`config.mk`:
```
export PLATFORM = sky130hd
export DESIGN_NAME = desc_fetch_chan
export DESIGN_NICKNAME = d
export VERILOG_FILES = /design/src/rtl/dfc_pkg.sv /design/src/rtl/dfc_branch_reg.sv /design/src/rtl/dfc_win_check.sv /design/src/rtl/dfc_fetch_fsm.sv /design/src/rtl/desc_fetch_chan.sv
export SDC_FILE = /design/constraint.sdc
export NUM_CORES = 1
export LEC_CHECK = 0
export ABC_AREA = 1
export BUFFER_PORTS_ARGS = -buffer_cell sky130_fd_sc_hd__buf_2
export CAP_MARGIN = 20
export CORE_MARGIN = 1.5
export CORE_UTILIZATION = 39
export DETAILED_ROUTE_END_ITERATION = 12
export GPL_TIMING_DRIVEN = 0
export SLEW_MARGIN = 30
export SYNTH_ARGS = -nofsm -noshare
export SYNTH_HDL_FRONTEND = slang
export SYNTH_HIERARCHICAL = 1
export SYNTH_SLANG_ARGS = --single-unit
export TNS_END_PERCENT = 10
```
`constraint.sdc`:
```
create_clock -name clk -period 3.2 [get_ports clk]
set_input_delay 0 -clock clk [delete_from_list [all_inputs] [get_ports clk]]
set_output_delay 0 -clock clk [all_outputs]
set_load 0.05 [all_outputs]
```
`src/rtl/dfc_pkg.sv`:
```
package dfc_pkg;

    localparam int WORD_W     = 32;
    localparam int NUM_WIN    = 2;
    localparam int DESC_BYTES = 16;
    localparam int LEN_W      = 21;

    localparam logic [WORD_W-1:0] NEXT_WMASK   = 32'hFFFF_FFF0;
    localparam logic [WORD_W-1:0] BRANCH_WMASK = 32'hFFFF_FFF3;

    localparam int BR_REQ_BIT  = 0;
    localparam int BR_INT_BIT  = 1;
    localparam int CMD_EOF_BIT = 21;
    localparam int CMD_SOF_BIT = 22;
    localparam int CMD_PAL_BIT = 26;

    typedef enum logic [2:0] {
        ST_IDLE,
        ST_ACHK,
        ST_RD0,
        ST_RD1,
        ST_RD2,
        ST_RD3,
        ST_DONE
    } fetch_state_t;

    typedef struct packed {
        logic [WORD_W-1:0] next;
        logic [WORD_W-1:0] src;
        logic [WORD_W-1:0] fid;
        logic [WORD_W-1:0] cmd;
    } desc_t;

    typedef struct packed {
        logic brch;
        logic berr;
        logic go;
        logic sof;
        logic eof;
    } evt_t;

    function automatic logic [WORD_W-1:0] branch_target(input logic [WORD_W-1:0] b);
        return {b[WORD_W-1:4], 4'b0000};
    endfunction

    function automatic logic [LEN_W-1:0] cmd_length(input logic [WORD_W-1:0] c);
        return {c[LEN_W-1:2], 2'b00};
    endfunction

endpackage

```
`src/rtl/dfc_branch_reg.sv`:
```
module dfc_branch_reg
    import dfc_pkg::*;
(
    input  logic              clk,
    input  logic              rst,
    input  logic              wr_en,
    input  logic [WORD_W-1:0] wr_data,
    input  logic              take,
    output logic [WORD_W-1:0] value
);
    always_ff @(posedge clk) begin
        if (rst) begin
            value <= '0;
        end else if (wr_en) begin
            value <= wr_data & BRANCH_WMASK;
        end else if (take) begin
            value[BR_REQ_BIT] <= 1'b0;
        end
    end
endmodule

```
`src/rtl/dfc_win_check.sv`:
```
module dfc_win_check
    import dfc_pkg::*;
#(
    parameter int                             N_WIN = NUM_WIN,
    parameter logic [N_WIN-1:0][WORD_W-1:0]   BASES = '0,
    parameter logic [N_WIN-1:0][WORD_W-1:0]   SIZES = '0,
    parameter int                             SPAN  = 1
) (
    input  logic [WORD_W-1:0] addr,
    output logic              ok
);
    localparam int EXT_W = WORD_W + 1;

    logic [N_WIN-1:0] hit;
    logic [EXT_W-1:0] lo_ext;
    logic [EXT_W-1:0] hi_ext;

    assign lo_ext = {1'b0, addr};
    assign hi_ext = lo_ext + EXT_W'(SPAN);

    for (genvar i = 0; i < N_WIN; i++) begin : g_win
        logic [EXT_W-1:0] base_ext;
        logic [EXT_W-1:0] limit_ext;
        assign base_ext  = {1'b0, BASES[i]};
        assign limit_ext = base_ext + {1'b0, SIZES[i]};
        assign hit[i]    = (lo_ext >= base_ext) && (hi_ext <= limit_ext);
    end

    assign ok = |hit;
endmodule

```
`src/rtl/dfc_fetch_fsm.sv`:
```
module dfc_fetch_fsm
    import dfc_pkg::*;
(
    input  logic              clk,
    input  logic              rst,
    input  logic              chan_en,
    input  logic              frame_start,
    input  logic              xfer_done,
    input  logic              nd_wr_en,
    input  logic [WORD_W-1:0] nd_wr_data,
    input  logic [WORD_W-1:0] branch_q,
    input  logic              desc_ok,
    input  logic              src_ok,
    input  logic              mem_rd_ready,
    input  logic [WORD_W-1:0] mem_rd_data,
    output logic              take_branch,
    output logic [WORD_W-1:0] desc_addr,
    output desc_t             desc,
    output logic              mem_rd_valid,
    output logic [WORD_W-1:0] mem_rd_addr,
    output evt_t              evt,
    output logic              busy
);
    fetch_state_t state;
    logic         active;
    logic         start;
    logic [1:0]   beat;

    assign start       = (state == ST_IDLE) && frame_start && chan_en;
    assign take_branch = start && branch_q[BR_REQ_BIT];
    assign busy        = (state != ST_IDLE);

    always_comb begin
        mem_rd_valid = 1'b1;
        beat         = 2'd0;
        case (state)
            ST_RD0:  beat = 2'd0;
            ST_RD1:  beat = 2'd1;
            ST_RD2:  beat = 2'd2;
            ST_RD3:  beat = 2'd3;
            default: mem_rd_valid = 1'b0;
        endcase
    end

    assign mem_rd_addr = desc_addr + {{(WORD_W-4){1'b0}}, beat, 2'b00};

    always_ff @(posedge clk) begin
        if (rst) begin
            state     <= ST_IDLE;
            desc_addr <= '0;
            desc      <= '0;
            evt       <= '0;
            active    <= 1'b0;
        end else begin
            evt <= '0;
            if (nd_wr_en) begin
                desc.next <= nd_wr_data & NEXT_WMASK;
            end
            if (xfer_done && active) begin
                evt.eof <= desc.cmd[CMD_EOF_BIT];
                active  <= 1'b0;
            end
            case (state)
                ST_IDLE: begin
                    if (start) begin
                        desc_addr <= take_branch ? branch_target(branch_q) : desc.next;
                        desc.src  <= '0;
                        active    <= 1'b0;
                        evt.brch  <= take_branch && branch_q[BR_INT_BIT];
                        state     <= ST_ACHK;
                    end
                end
                ST_ACHK: state <= desc_ok ? ST_RD0 : ST_DONE;
                ST_RD0: if (mem_rd_ready) begin
                    desc.next <= mem_rd_data;
                    state     <= ST_RD1;
                end
                ST_RD1: if (mem_rd_ready) begin
                    desc.src <= mem_rd_data;
                    state    <= ST_RD2;
                end
                ST_RD2: if (mem_rd_ready) begin
                    desc.fid <= mem_rd_data;
                    state    <= ST_RD3;
                end
                ST_RD3: if (mem_rd_ready) begin
                    desc.cmd <= mem_rd_data;
                    state    <= ST_DONE;
                end
                ST_DONE: begin
                    if (src_ok && (desc.src != '0)) begin
                        evt.go  <= 1'b1;
                        evt.sof <= desc.cmd[CMD_SOF_BIT];
                        active  <= 1'b1;
                    end else begin
                        evt.berr <= 1'b1;
                    end
                    state <= ST_IDLE;
                end
                default: state <= ST_IDLE;
            endcase
        end
    end
endmodule

```
`src/rtl/desc_fetch_chan.sv`:
```
module desc_fetch_chan
    import dfc_pkg::*;
#(
    parameter logic [31:0] WIN0_BASE = 32'hA000_0000,
    parameter logic [31:0] WIN0_SIZE = 32'h0400_0000,
    parameter logic [31:0] WIN1_BASE = 32'h5C00_0000,
    parameter logic [31:0] WIN1_SIZE = 32'h0004_0000
) (
    input  logic        clk,
    input  logic        rst,
    input  logic        chan_en,
    input  logic        frame_start,
    input  logic        xfer_done,
    input  logic        nd_wr_en,
    input  logic [31:0] nd_wr_data,
    input  logic        br_wr_en,
    input  logic [31:0] br_wr_data,
    output logic        mem_rd_valid,
    output logic [31:0] mem_rd_addr,
    input  logic        mem_rd_ready,
    input  logic [31:0] mem_rd_data,
    output logic [31:0] next_desc_o,
    output logic [31:0] src_addr_o,
    output logic [31:0] frame_id_o,
    output logic [31:0] cmd_o,
    output logic [31:0] branch_o,
    output logic [20:0] xfer_len_o,
    output logic        pal_load_o,
    output logic        fetch_busy,
    output logic        frame_go,
    output logic        ev_branch,
    output logic        ev_bus_err,
    output logic        ev_sof,
    output logic        ev_eof
);
    localparam logic [NUM_WIN-1:0][WORD_W-1:0] BASES = {WIN1_BASE, WIN0_BASE};
    localparam logic [NUM_WIN-1:0][WORD_W-1:0] SIZES = {WIN1_SIZE, WIN0_SIZE};

    logic              take_branch;
    logic [WORD_W-1:0] branch_q;
    logic [WORD_W-1:0] desc_addr;
    logic              desc_ok;
    logic              src_ok;
    desc_t             desc;
    evt_t              evt;

    dfc_branch_reg u_branch (
        .clk     (clk),
        .rst     (rst),
        .wr_en   (br_wr_en),
        .wr_data (br_wr_data),
        .take    (take_branch),
        .value   (branch_q)
    );

    dfc_win_check #(.N_WIN(NUM_WIN), .BASES(BASES), .SIZES(SIZES), .SPAN(DESC_BYTES)) u_desc_win (
        .addr (desc_addr),
        .ok   (desc_ok)
    );

    dfc_win_check #(.N_WIN(NUM_WIN), .BASES(BASES), .SIZES(SIZES), .SPAN(1)) u_src_win (
        .addr (desc.src),
        .ok   (src_ok)
    );

    dfc_fetch_fsm u_fsm (
        .clk          (clk),
        .rst          (rst),
        .chan_en      (chan_en),
        .frame_start  (frame_start),
        .xfer_done    (xfer_done),
        .nd_wr_en     (nd_wr_en),
        .nd_wr_data   (nd_wr_data),
        .branch_q     (branch_q),
        .desc_ok      (desc_ok),
        .src_ok       (src_ok),
        .mem_rd_ready (mem_rd_ready),
        .mem_rd_data  (mem_rd_data),
        .take_branch  (take_branch),
        .desc_addr    (desc_addr),
        .desc         (desc),
        .mem_rd_valid (mem_rd_valid),
        .mem_rd_addr  (mem_rd_addr),
        .evt          (evt),
        .busy         (fetch_busy)
    );

    assign next_desc_o = desc.next;
    assign src_addr_o  = desc.src;
    assign frame_id_o  = desc.fid;
    assign cmd_o       = desc.cmd;
    assign branch_o    = branch_q;
    assign xfer_len_o  = cmd_length(desc.cmd);
    assign pal_load_o  = desc.cmd[CMD_PAL_BIT];
    assign frame_go    = evt.go;
    assign ev_branch   = evt.brch;
    assign ev_bus_err  = evt.berr;
    assign ev_sof      = evt.sof;
    assign ev_eof      = evt.eof;
endmodule

```
Word-level counts from Yosys, hierarchy flattened
Cells that the tools add are included.
{"block": "classes", "n_addsub": 3, "multipliers": 0, "n_div": 0, "n_lt_le_gt_ge": 8, "n_eq_ne": 11, "shift": 0, "muxes": 24, "n_bitwise": 5, "reduce_logical": 27}
{"operator": "$mux W32", "n": 6}
{"operator": "$le A33 B31 Y1 const B", "n": 2}
{"operator": "$le A33 B32 Y1 const B", "n": 2}
{"operator": "$ge A32 B31 Y1 const B", "n": 2}
{"operator": "$ge A32 B32 Y1 const B", "n": 2}
{"operator": "$pmux W32 S2", "n": 1}
{"operator": "$add A32 B1 Y33 const B", "n": 1}
{"operator": "$add A32 B5 Y33 const B", "n": 1}
{"operator": "$add A32 B4 Y32", "n": 1}
{"operator": "$reduce_bool A32 Y1", "n": 1}
{"operator": "$mux W3", "n": 6}
{"operator": "$pmux W3 S6", "n": 1}
{"operator": "$logic_and A1 B1 Y1", "n": 10}
{"operator": "$eq A3 B3 Y1 const B", "n": 3}
{"operator": "$ne A2 B2 Y1 const B", "n": 4}
{"operator": "$reduce_or A2 Y1", "n": 4}
{"operator": "$mux W1", "n": 7}
{"operator": "$eq A3 B2 Y1 const B", "n": 2}
{"operator": "$pmux W2 S3", "n": 1}
{"operator": "$reduce_and A2 Y1", "n": 3}
{"operator": "$reduce_or A3 Y1", "n": 2}
{"operator": "$not A1 Y1", "n": 5}
{"operator": "$reduce_and A5 Y1", "n": 1}
{"operator": "$reduce_bool A2 Y1", "n": 2}
{"operator": "8 further kinds", "n": 8}
{"block": "word_totals", "reg_bits": 199, "latch_bits": 0, "mem_bits_rw": 0, "romBits": 0, "input_bits": 104, "out_inout_bits": 221, "mem_count": 0}

Depth between registers and ports, before layout
Gate-level depths: netlist of run 1.
{"block": "depth", "depth_word": 7, "ltp_mapped": 21, "ltp_nobuf": 21}

By module
Netlist of run 1, hierarchy kept.
{"module": "dfc_fetch_fsm", "n_inst": 1, "cells_per_inst": 1039, "area_per_inst_um2": 7517.2, "seq_area_each_um2": 3383.2}
{"module": "dfc_win_check at u_src_win", "n_inst": 1, "cells_per_inst": 328, "area_per_inst_um2": 1511.4, "seq_area_each_um2": 0.0}
{"module": "dfc_win_check at u_desc_win", "n_inst": 1, "cells_per_inst": 293, "area_per_inst_um2": 1431.4, "seq_area_each_um2": 0.0}
{"module": "dfc_branch_reg", "n_inst": 1, "cells_per_inst": 137, "area_per_inst_um2": 1067.3, "seq_area_each_um2": 600.6}
{"module": "desc_fetch_chan", "n_inst": 1, "cells_per_inst": 23, "area_per_inst_um2": 168.9, "seq_area_each_um2": 0.0}

Worst setup path after synthesis of run 1
OpenSTA, ideal clock, no wires.
{"block": "synth_path", "path_kind": "reg2out", "from": "register u_fsm.state[0]", "to": "output port mem_rd_addr[22]", "arrival_time_ns": 2.862, "path_slack_ns": 0.338, "stages_incl_launch_ff": 13, "path_cell_list": "dfxtp_1 buf_2 nand3_1 nand2_1 ha_1 inv_1 fa_1 nor2_1 nand2_1 nor2_1 nand3_1 nor2_1 xor2_1"}
{"block": "synth_between", "elab_chain_len": 3}
{"item": "start: declaration", "line": "dfc_fetch_fsm.sv:24", "rtl": "fetch_state_t state;"}
{"item": "start signal: assignment", "line": "dfc_fetch_fsm.sv:73", "rtl": "ST_ACHK: state <= desc_ok ? ST_RD0 : ST_DONE;"}
{"item": "$eq A3 B3 Y1 or $eq A3 B2 Y1 (tied branches)", "line": "dfc_fetch_fsm.sv:36", "rtl": "case (state)"}
{"item": "$pmux W2 S3 (*)", "line": "dfc_fetch_fsm.sv:36"}
{"item": "$add A32 B4 Y32 (*)", "line": "dfc_fetch_fsm.sv:45", "rtl": "assign mem_rd_addr = desc_addr + {{(WORD_W-4){1'b0}}, beat, 2'b00};"}
{"item": "end: declaration", "line": "desc_fetch_chan.sv:19", "rtl": "output logic [31:0] mem_rd_addr,"}
Every way passes the cells marked *; elsewhere a longest branch is shown, timed or not.

Final worst setup path of run 1
Same ends and word-level chain as after synthesis.

==> qor.csv, run 1 <==
metric,value,unit
status,finished clean,
hold path depth,5,
Netlist cell types,42,
launch instance of the worst register-to-register path,u_fsm/desc_addr[12]$_SDFFE_PP0N_,
Least-Margin Pin Slew,0.857,ns
warning count from the yosys run,6,
clock tree from TritonCTS,built,
final period utilization,0.965,
path type of the worst setup path,reg2out,
count of boundary I/O pins,325,
area of combinational cells with multiple inputs,0.00652,mm2
number of synthesized register bits,199,
utilization after layout,0.522,
logic gate share of total power,0.388,
vertical die dimension,176,um
number of buffer and inverter stages on the critical path,3,
series of cell instances along the critical path,buf_4 -> nand3_2 -> nand2_2 -> ha_1 -> inv_1 -> fa_1 -> nor2_4 -> nand2_2 -> nor2_4 -> nand3_1 -> nor2_1 -> xor2_1 -> buf_4,
HP Start,br_wr_en,
dominant combinational cell family by area after synthesis,simple AND/OR/NAND/NOR gates,
Post-Route WL,47900,um
leading area contributor after synthesis,sky130_fd_sc_hd__dfxtp_1,
worst-case hold path end point,u_branch/value[1]$_SDFFE_PP0P_,
number of detailed-route iterations in the first pass,5,
largest clock skew in the final design,0.0229,ns
via count of the routed design,13800,
vias in the first global route,12600,
area of the die,0.0310,mm2
aggregate global routing overflow,0,
internal power,0.00479,W
switch share,0.462,
Clock Latency Late Sink,0.45,ns
slowest stage cell on the critical path,sky130_fd_sc_hd__fa_1,
shortest period the worst path allows,3.09,ns
Core Area,0.0296,mm2
number of cell rows,63,
setup TNS after final layout,0,ns
largest fanout on the critical path,9,
family of cells with the greatest summed delay on the critical path,simple AND/OR/NAND/NOR gates,
number of maximum-capacitance constraint violations,0,
Syn Area/Cell,6.43,um2
critical path launch point type,register,
Seq pwr share,0.363,
"most common cell after layout, fill and taps aside",sky130_fd_sc_hd__nand2_1,
power density relative to cell area,577,mW/mm2
Die Width,176,um
total power,0.00890,W
met3 Usage GRT,0.0461,
dpl hpwl,36600,um
ratio of cells with drive above 1 in the final layout,0.219,
Clock Pin Slew Worst Setup and Hold Paths,0.09,ns
netlist area before placement,0.0117,mm2
Total Routing Usage GR,0.305,
most common flop cell mapped by yosys,sky130_fd_sc_hd__dfxtp_1,
CP max stage delay,0.43,ns
Clk Tree Root Cell,sky130_fd_sc_hd__clkbuf_16,
area share of and/or/nand/nor cells after synthesis,0.366,
Rel. slew slack,0.429,
number of vias per cell after detailed routing,5.18,
initial core utilization,0.396,
number of cells traversed by the worst register-to-register path,20,
cell types occupying the most area after synthesis,"sky130_fd_sc_hd__dfxtp_1 34%, sky130_fd_sc_hd__nand2_1 16%, sky130_fd_sc_hd__nor2_1 7.0%",
number of synthesized flops with an enable pin,0,
area share of fa/ha/maj cells after synthesis,0.0135,
cts bufs inserted,17,
number of instances in the synthesized netlist,1820,
global-route wire length before repair,72600,um
total leakage power,6.96,nW
remaining antenna violation count after routing,0,
"Setup violations, final",0,
data arrival time of the critical path,3.09,ns
IO Port Bufs,314,
power share of the clock group,0.249,
Max rail drop VDD,0.363,mV
sequential cell area fraction in the yosys report,0.341,
Max Clock Freq,0.324,GHz
count of final max-slew check failures,0,
Compound-Gate Fraction of Synth Area,0.149,
number of antenna violations at the first check in global routing,2,
total number of nets in the final design,2372,
Psw,0.00411,W
routed wire length per instance,18.0,um
worst endpoint required time,3.20,ns
DRC violation count after routing,0,
"commonest non-fill, non-tap cells in the layout","498 x sky130_fd_sc_hd__nand2_1, 326 x sky130_fd_sc_hd__buf_2, 217 x sky130_fd_sc_hd__nor2_1, 196 x sky130_fd_sc_hd__dfxtp_1, 180 x sky130_fd_sc_hd__inv_1",
Area Growth Syn to Fin,31.9,%
maximum number of pins on one net before global-route repair,21,
H-tree level count,4,
Hold Fails Final Rpt,0,
final worst hold slack,0.0301,ns
sort of element at the end of the critical path,primary output,
RSZ-0062 raised after global routing,false,
number of buffers between clock root and the deepest sink,2,
Filler cells,3077,
worst hold path class,in2reg,
asr flop ratio synth,0,
DRT iter0 DRCs,1302,
xor and xnor fraction of the mapped netlist area,0.0240,
multiplexer share of the synthesized area,0,
Synth top area share,0.341,
minimum setup slack among reg-to-reg paths,0.30,ns
"Most Used Layer, Global Route",met2,
met2 track demand over resource in global routing,0.473,
footprint of the flip-flops and latches,0.00399,mm2
sinks on the clock net,199,
routability congestion estimate,0.939,
capturing point of the worst reg2reg path,u_fsm/state[2]$_SDFFE_PP0P_,
grt met1 use,0.436,
## stage by stage
step | setup WS [ns] | instance area, um2 | std cells
after floorplan | 0.338 | 11700 | 1822
after global placement | 0.111 | 13800 | 2526
after detailed placement | 0.0569 | 13800 | 2526
after CTS | 0.0352 | 15400 | 2658
after global routing | 0.00342 | 15400 | 2661
final | 0.113 | 15400 | 2661
## kinds of logic after synthesis
logic type / after synthesis
compound gates: 318
xor+xnor: 32
fa+ha+maj: 12
buf+inv: 290
flops: 199
other cells: 2
simple gates: 967
## cell usage after synthesis, types with 2 or more instances
cell type	count
sky130_fd_sc_hd__o21bai_1	3
sky130_fd_sc_hd__nor2_8	4
sky130_fd_sc_hd__nand4_1	26
sky130_fd_sc_hd__ha_1	11
sky130_fd_sc_hd__o21ai_1	8
sky130_fd_sc_hd__clkbuf_2	2
sky130_fd_sc_hd__dfxtp_1	199
sky130_fd_sc_hd__nor2_2	14
sky130_fd_sc_hd__xor2_1	27
sky130_fd_sc_hd__a21oi_1	113
sky130_fd_sc_hd__nand3_1	106
sky130_fd_sc_hd__inv_2	9
sky130_fd_sc_hd__nor3_1	24
sky130_fd_sc_hd__a31oi_1	54
sky130_fd_sc_hd__and2_1	5
sky130_fd_sc_hd__nand3b_1	6
sky130_fd_sc_hd__buf_6	4
sky130_fd_sc_hd__nand2_1	500
sky130_fd_sc_hd__o21ai_0	113
sky130_fd_sc_hd__a211oi_1	6
sky130_fd_sc_hd__buf_4	26
sky130_fd_sc_hd__nand2_2	31
sky130_fd_sc_hd__nor2_4	15
sky130_fd_sc_hd__inv_1	180
sky130_fd_sc_hd__buf_1	5
sky130_fd_sc_hd__clkbuf_1	48
sky130_fd_sc_hd__conb_1	2
sky130_fd_sc_hd__nand3_2	7
sky130_fd_sc_hd__o21a_1	18
sky130_fd_sc_hd__buf_2	16
sky130_fd_sc_hd__nor2_1	219
sky130_fd_sc_hd__nand2_4	5
sky130_fd_sc_hd__xnor2_1	5
## power groups by stage
stage                     clock, W  sequential, W  combinational, W
final                      0.00222        0.00323           0.00345
after global routing       0.00236        0.00327           0.00369
after floorplan                  0        0.00368           0.00180
after detailed placement         0        0.00327           0.00324
after global placement           0        0.00327           0.00321
after CTS                  0.00225        0.00322           0.00340
## worst reg2reg max path, cell delays in order, from the launching register on
cell,delay [ns]
sky130_fd_sc_hd__dfxtp_1,0.61
sky130_fd_sc_hd__nand2_1,0.25
sky130_fd_sc_hd__nor2_1,0.35
sky130_fd_sc_hd__nand2_2,0.16
sky130_fd_sc_hd__nor2_8,0.15
sky130_fd_sc_hd__nand2_2,0.06
sky130_fd_sc_hd__nand2_2,0.06
sky130_fd_sc_hd__nand2_2,0.05
sky130_fd_sc_hd__nor2_1,0.14
sky130_fd_sc_hd__nand2_1,0.10
sky130_fd_sc_hd__nor2_1,0.10
sky130_fd_sc_hd__nand2_1,0.05
sky130_fd_sc_hd__nand2_1,0.06
sky130_fd_sc_hd__nand2_1,0.04
sky130_fd_sc_hd__nand2_1,0.05
sky130_fd_sc_hd__nand2_1,0.06
sky130_fd_sc_hd__nor3_1,0.17
sky130_fd_sc_hd__nor2_1,0.06
sky130_fd_sc_hd__nor2_1,0.08
sky130_fd_sc_hd__nand3_1,0.07
sky130_fd_sc_hd__a21oi_1,0.15
## cell type report
cell class | count | area share
inverters | 189 | 0.0462
well taps | 390 | 0.0316
clock buffers | 18 | 0.0285
multi-input cells | 1333 | 0.423
repair buffers | 415 | 0.168
clock inverters | 14 | 0.00998
plain buffers | 101 | 0.0345
flip-flops and latches | 199 | 0.259
diodes | 2 | 0.000324
## sequential cells by signal, summed over array words and instances, names as in the netlist
register and count:
u_fsm/state 3, u_fsm/desc 128, u_fsm/desc_addr 32, u_fsm/evt 5
u_fsm/active 1, u_branch/value 30
## how the worst max path moves through the flow
| stage | start | end | slack [ns] | depth (start not counted) |
|---|---|---|---|---|
| finish | u_fsm/state[0]$_SDFFE_PP0P_ | mem_rd_addr[22] | 0.11 | 13 |
| global route | u_fsm/desc_addr[12]$_SDFFE_PP0N_ | u_fsm/state[2]$_SDFFE_PP0P_ | 0.003 | 20 |
| CTS | u_fsm/state[0]$_SDFFE_PP0P_ | mem_rd_addr[22] | 0.04 | 13 |
| detailed placement | u_fsm/state[0]$_SDFFE_PP0P_ | mem_rd_addr[22] | 0.06 | 13 |
| global placement | u_fsm/state[0]$_SDFFE_PP0P_ | mem_rd_addr[22] | 0.11 | 13 |
| floorplan | u_fsm/state[0]$_SDFFE_PP0P_ | mem_rd_addr[22] | 0.34 | 12 |
## per-layer routing
metal / part of all wire / wire length, um / vias to the layer above
li1: - / - / 6702
met1: 0.46 / 21800 / 6371
met2: 0.43 / 20800 / 653
met3: 0.086 / 4120 / 68
met4: 0.023 / 1080 / 2
met5: 0.00023 / 11 / -
## repair_timing
item                                    4_1_cts  5_1_grt
hold endpoints to repair                    158        0
pin swaps                                     2        1
setup buffers                                 1        1
resized for setup                            12        6
endpoints found under the setup margin       10        7
hold buffers                                 99        0
Note: power is estimated with default switching activity, not from simulation.
==> run 2, diff against run 1 <==
- ABC_AREA: 1 -> default
==> run 2 against run 1 <==
Register-to-register slack worse by 0.28 ns. Critical endpoint is now mem_rd_addr[28]. Power down 7.2%. Die area shrank 12%. The flow now finishes with violations (negative hold slack, negative setup slack). Critical path type unchanged.
==> qor.csv, run 2 <==
metric,value,unit,change
"Setup violations, final",1,,+1
total leakage power,6.25,nW,-10%
final worst hold slack,-0.00213,ns,-0.0322 ns
footprint of the flip-flops and latches,0.00403,mm2,+1.0%
status,finished with violations,,
Clk Tree Root Cell,sky130_fd_sc_hd__clkbuf_16,,
Synth top area share,0.386,,+0.0451
DRC violation count after routing,0,,unchanged
number of buffers between clock root and the deepest sink,2,,unchanged
Hold Fails Final Rpt,1,,+1
dpl cells,1872,,-26%
Rel. slew slack,0.456,,+0.0276
shortest period the worst path allows,3.20,ns,+0.116 ns
number of cells traversed by the worst register-to-register path,13,,-35%
Post-Route WL,38300,um,-20%
number of cell rows,59,,-6.3%
worst path setup slack after routing,-0.00326,ns,-0.116 ns
worst-case hold path end point,u_fsm/desc[101]$_SDFF_PP0_,,
cell types occupying the most area after synthesis,"sky130_fd_sc_hd__dfxtp_1 39%, sky130_fd_sc_hd__mux2i_1 8.4%, sky130_fd_sc_hd__nand2_1 6.2%",,
routed wire length per instance,19.0,um,+5.7%
cts bufs inserted,17,,unchanged
Filler cells,2411,,-22%
HP Start,nd_wr_en,,
hold path depth,3,,-2
failing checks,"negative hold slack, negative setup slack",,
path type of the worst setup path,reg2out,,
minimum setup slack among reg-to-reg paths,0.02,ns,-0.28 ns
RSZ-0062 raised after global routing,true,,
critical path launch point type,register,,
Max rail drop VDD,0.334,mV,-8.1%
via count of the routed design,10800,,-22%
remaining antenna violation count after routing,0,,unchanged
maximum number of pins on one net before global-route repair,22,,+4.8%
Clock Latency Late Sink,0.46,ns,about the same
count of final max-slew check failures,0,,unchanged
power density relative to cell area,581,mW/mm2,+0.69%
Area Growth Syn to Fin,37.6,%,
total number of nets in the final design,1779,,-25%
aggregate global routing overflow,0,,unchanged
Largest register FFs,128,,unchanged
largest fanout on the critical path,10,,+1
non-filler instance count after layout,2013,,-24%
count of boundary I/O pins,325,,unchanged
ratio of cells with drive above 1 in the final layout,0.295,,+0.0767
number of detailed-route iterations in the first pass,6,,+1
worst endpoint required time,3.20,ns,about the same
routability congestion estimate,0.890,,-5.2%
largest registers ranked by flip-flop count,"u_fsm/desc: 128 flops, u_fsm/desc_addr: 32 flops, u_branch/value: 30 flops",,
number of instances in the synthesized netlist,1224,,-33%
asr flop ratio synth,0,,unchanged
"most common cell after layout, fill and taps aside",sky130_fd_sc_hd__buf_2,,
number of synthesized register bits,199,,unchanged
sinks on the clock net,199,,unchanged
vertical die dimension,166,um,-5.9%
Syn Area/Cell,8.44,um2,+31%
largest register by flop count,u_fsm/desc,,
vias in the first global route,10100,,-20%
DRT iter0 DRCs,696,,-47%
Netlist cell types,87,,+110%
clock tree from TritonCTS,built,,
number of synthesized flops with an enable pin,0,,unchanged
sequential cell area fraction in the yosys report,0.386,,+0.0451
dpl hpwl,28500,um,-22%
Die Width,166,um,-5.9%
Clock Pin Slew Worst Setup and Hold Paths,0.08,ns,about the same
Core Area,0.0261,mm2,-12%
number of maximum-capacitance constraint violations,0,,unchanged
launch instance of the worst register-to-register path,u_fsm/desc_addr[4]$_SDFFE_PP0N_,,
warning count from the yosys run,6,,unchanged
utilization after layout,0.545,,+0.0236
Least-Margin Pin Slew,0.815,ns,-0.0414 ns
most common flop cell mapped by yosys,sky130_fd_sc_hd__dfxtp_1,,
area of combinational cells with multiple inputs,0.00576,mm2,-12%
leading area contributor after synthesis,sky130_fd_sc_hd__dfxtp_1,,
Max Clock Freq,0.312,GHz,-3.6%
sort of element at the end of the critical path,primary output,,
netlist area before placement,0.0103,mm2,-12%
"commonest non-fill, non-tap cells in the layout","318 x sky130_fd_sc_hd__buf_2, 179 x sky130_fd_sc_hd__dfxtp_1, 171 x sky130_fd_sc_hd__nand2_1, 141 x sky130_fd_sc_hd__nor2_1, 103 x sky130_fd_sc_hd__dlygate4sd3_1",,
global-route wire length before repair,58100,um,-20%
commonest cells in the synthesized netlist,"199 x sky130_fd_sc_hd__dfxtp_1, 171 x sky130_fd_sc_hd__nand2_1, 142 x sky130_fd_sc_hd__nor2_1, 88 x sky130_fd_sc_hd__a21oi_1, 87 x sky130_fd_sc_hd__mux2i_1",,
area of the die,0.0275,mm2,-12%
Total Routing Usage GR,0.268,,-0.0368
number of antenna violations at the first check in global routing,2,,unchanged
H-tree level count,4,,unchanged
number of vias per cell after detailed routing,5.36,,+3.4%
cell with the most instances after synthesis,sky130_fd_sc_hd__dfxtp_1,,
capturing point of the worst reg2reg path,u_fsm/state[2]$_SDFFE_PP0P_,,
final period utilization,1.00,,+0.0362
initial core utilization,0.396,,+0.000630
largest clock skew in the final design,0.0176,ns,-0.00530 ns
data arrival time of the critical path,3.20,ns,+0.11 ns
worst hold path class,in2reg,,
IO Port Bufs,311,,-0.96%
[run 2: changes by cell type after synthesis, sizes merged, moves of 11 or more]
cell and change:
xnor2 +15, inv -164, a211oi +55, nor4 +33, mux2i +87, o21ai -117
nor2 -110, nand3 -83, and3 +11, a21oi -25, o21a -18, a31oi -44
nand2 -363, a22oi +33
[run 2: worst max path at each step]
stage	slack (ns)	start	cells past startpoint	end
after floorplan	0.17	u_fsm/desc[65]$_SDFFE_PP0P_	11	u_fsm/evt[3]$_SDFF_PP0_
after global placement	-0.33	u_fsm/desc_addr[4]$_SDFFE_PP0N_	13	u_fsm/state[2]$_SDFFE_PP0P_
after detailed placement	-0.36	u_fsm/desc_addr[4]$_SDFFE_PP0N_	13	u_fsm/state[2]$_SDFFE_PP0P_
after CTS	-0.02	u_fsm/desc_addr[4]$_SDFFE_PP0N_	13	u_fsm/state[2]$_SDFFE_PP0P_
after global routing	-0.15	u_fsm/desc_addr[4]$_SDFFE_PP0N_	13	u_fsm/state[2]$_SDFFE_PP0P_
final	-0.003	u_fsm/state[1]$_SDFFE_PP0P_	11	mem_rd_addr[28]
[run 2: metrics by stage]
step | hold WS, ns | power, W | setup TNS, ns | setup WS (ns) | instance area (um2)
after floorplan | 0.104 | 0.00505 | 0 | 0.168 | 10300
after global routing | 0.0382 | 0.00862 | -0.513 | -0.149 | 14200
after CTS | 0.00316 | 0.00823 | -0.0209 | -0.0194 | 14100
final | -0.00213 | 0.00826 | -0.00326 | -0.00326 | 14200
after global placement | 0.234 | 0.00584 | -0.331 | -0.331 | 12300
after detailed placement | 0.244 | 0.00586 | -0.361 | -0.361 | 12300
[run 2: cell type report]
cell class | instances | area share
Tap cell | 335 | 0.0295
Clock inverter | 14 | 0.0123
Inverter | 25 | 0.00660
Antenna cell | 2 | 0.000352
Multi-Input combinational cell | 894 | 0.405
Buffer | 108 | 0.0450
Sequential cell | 199 | 0.283
Clock buffer | 18 | 0.0309
Timing Repair Buffer | 418 | 0.187
[run 2: report_power, final]
group          leakage, nW  switching [W]  internal, W
clock                0.298        0.00115      0.00108
sequential            1.63       0.000406      0.00274
combinational         4.32        0.00194     0.000932
[run 2: critical path, cell delays in order (launching register included)]
cell and delay, ns:
sky130_fd_sc_hd__dfxtp_2 0.35, sky130_fd_sc_hd__buf_4 0.17, sky130_fd_sc_hd__nand2b_1 0.19, sky130_fd_sc_hd__a21boi_2 0.21
sky130_fd_sc_hd__ha_2 0.21, sky130_fd_sc_hd__inv_1 0.05, sky130_fd_sc_hd__fa_2 0.39, sky130_fd_sc_hd__or3_1 0.40
sky130_fd_sc_hd__buf_6 0.17, sky130_fd_sc_hd__nor4_2 0.17, sky130_fd_sc_hd__xor2_1 0.21, sky130_fd_sc_hd__buf_4 0.23
[run 2: cell families (layout without fill, tap and decap cells)]
logic type,after synthesis,count (layout),synth area share
buffers and inverters,133,583,0.0697
adder cells (fa/ha/maj),12,12,0.0153
multiplexers,88,88,0.0854
AND/OR/NAND/NOR,501,501,0.246
flip-flops,199,199,0.386
other,2,6,0.000727
AO/OA/AOI/OAI,242,242,0.157
XOR/XNOR,47,47,0.0406
[run 2: layer usage]
| metal | up-vias | part of all wire | track usage |
|---|---|---|---|
| met5 | - | 0 | 0 |
| met2 | 400 | 0.50 | 0.466 |
| met3 | 70 | 0.056 | 0.0386 |
| met1 | 5106 | 0.42 | 0.338 |
| li1 | 5217 | - | - |
| met4 | 0 | 0.028 | 0.0928 |
[run 2: timing repair]
item | 4_1_cts | 5_1_grt
endpoints found under the setup margin | 21 | 24
pin swaps | 2 | 1
hold endpoints to repair | 162 | 0
setup buffers | 0 | 4
resized for setup | 42 | 30
hold buffers | 103 | 0
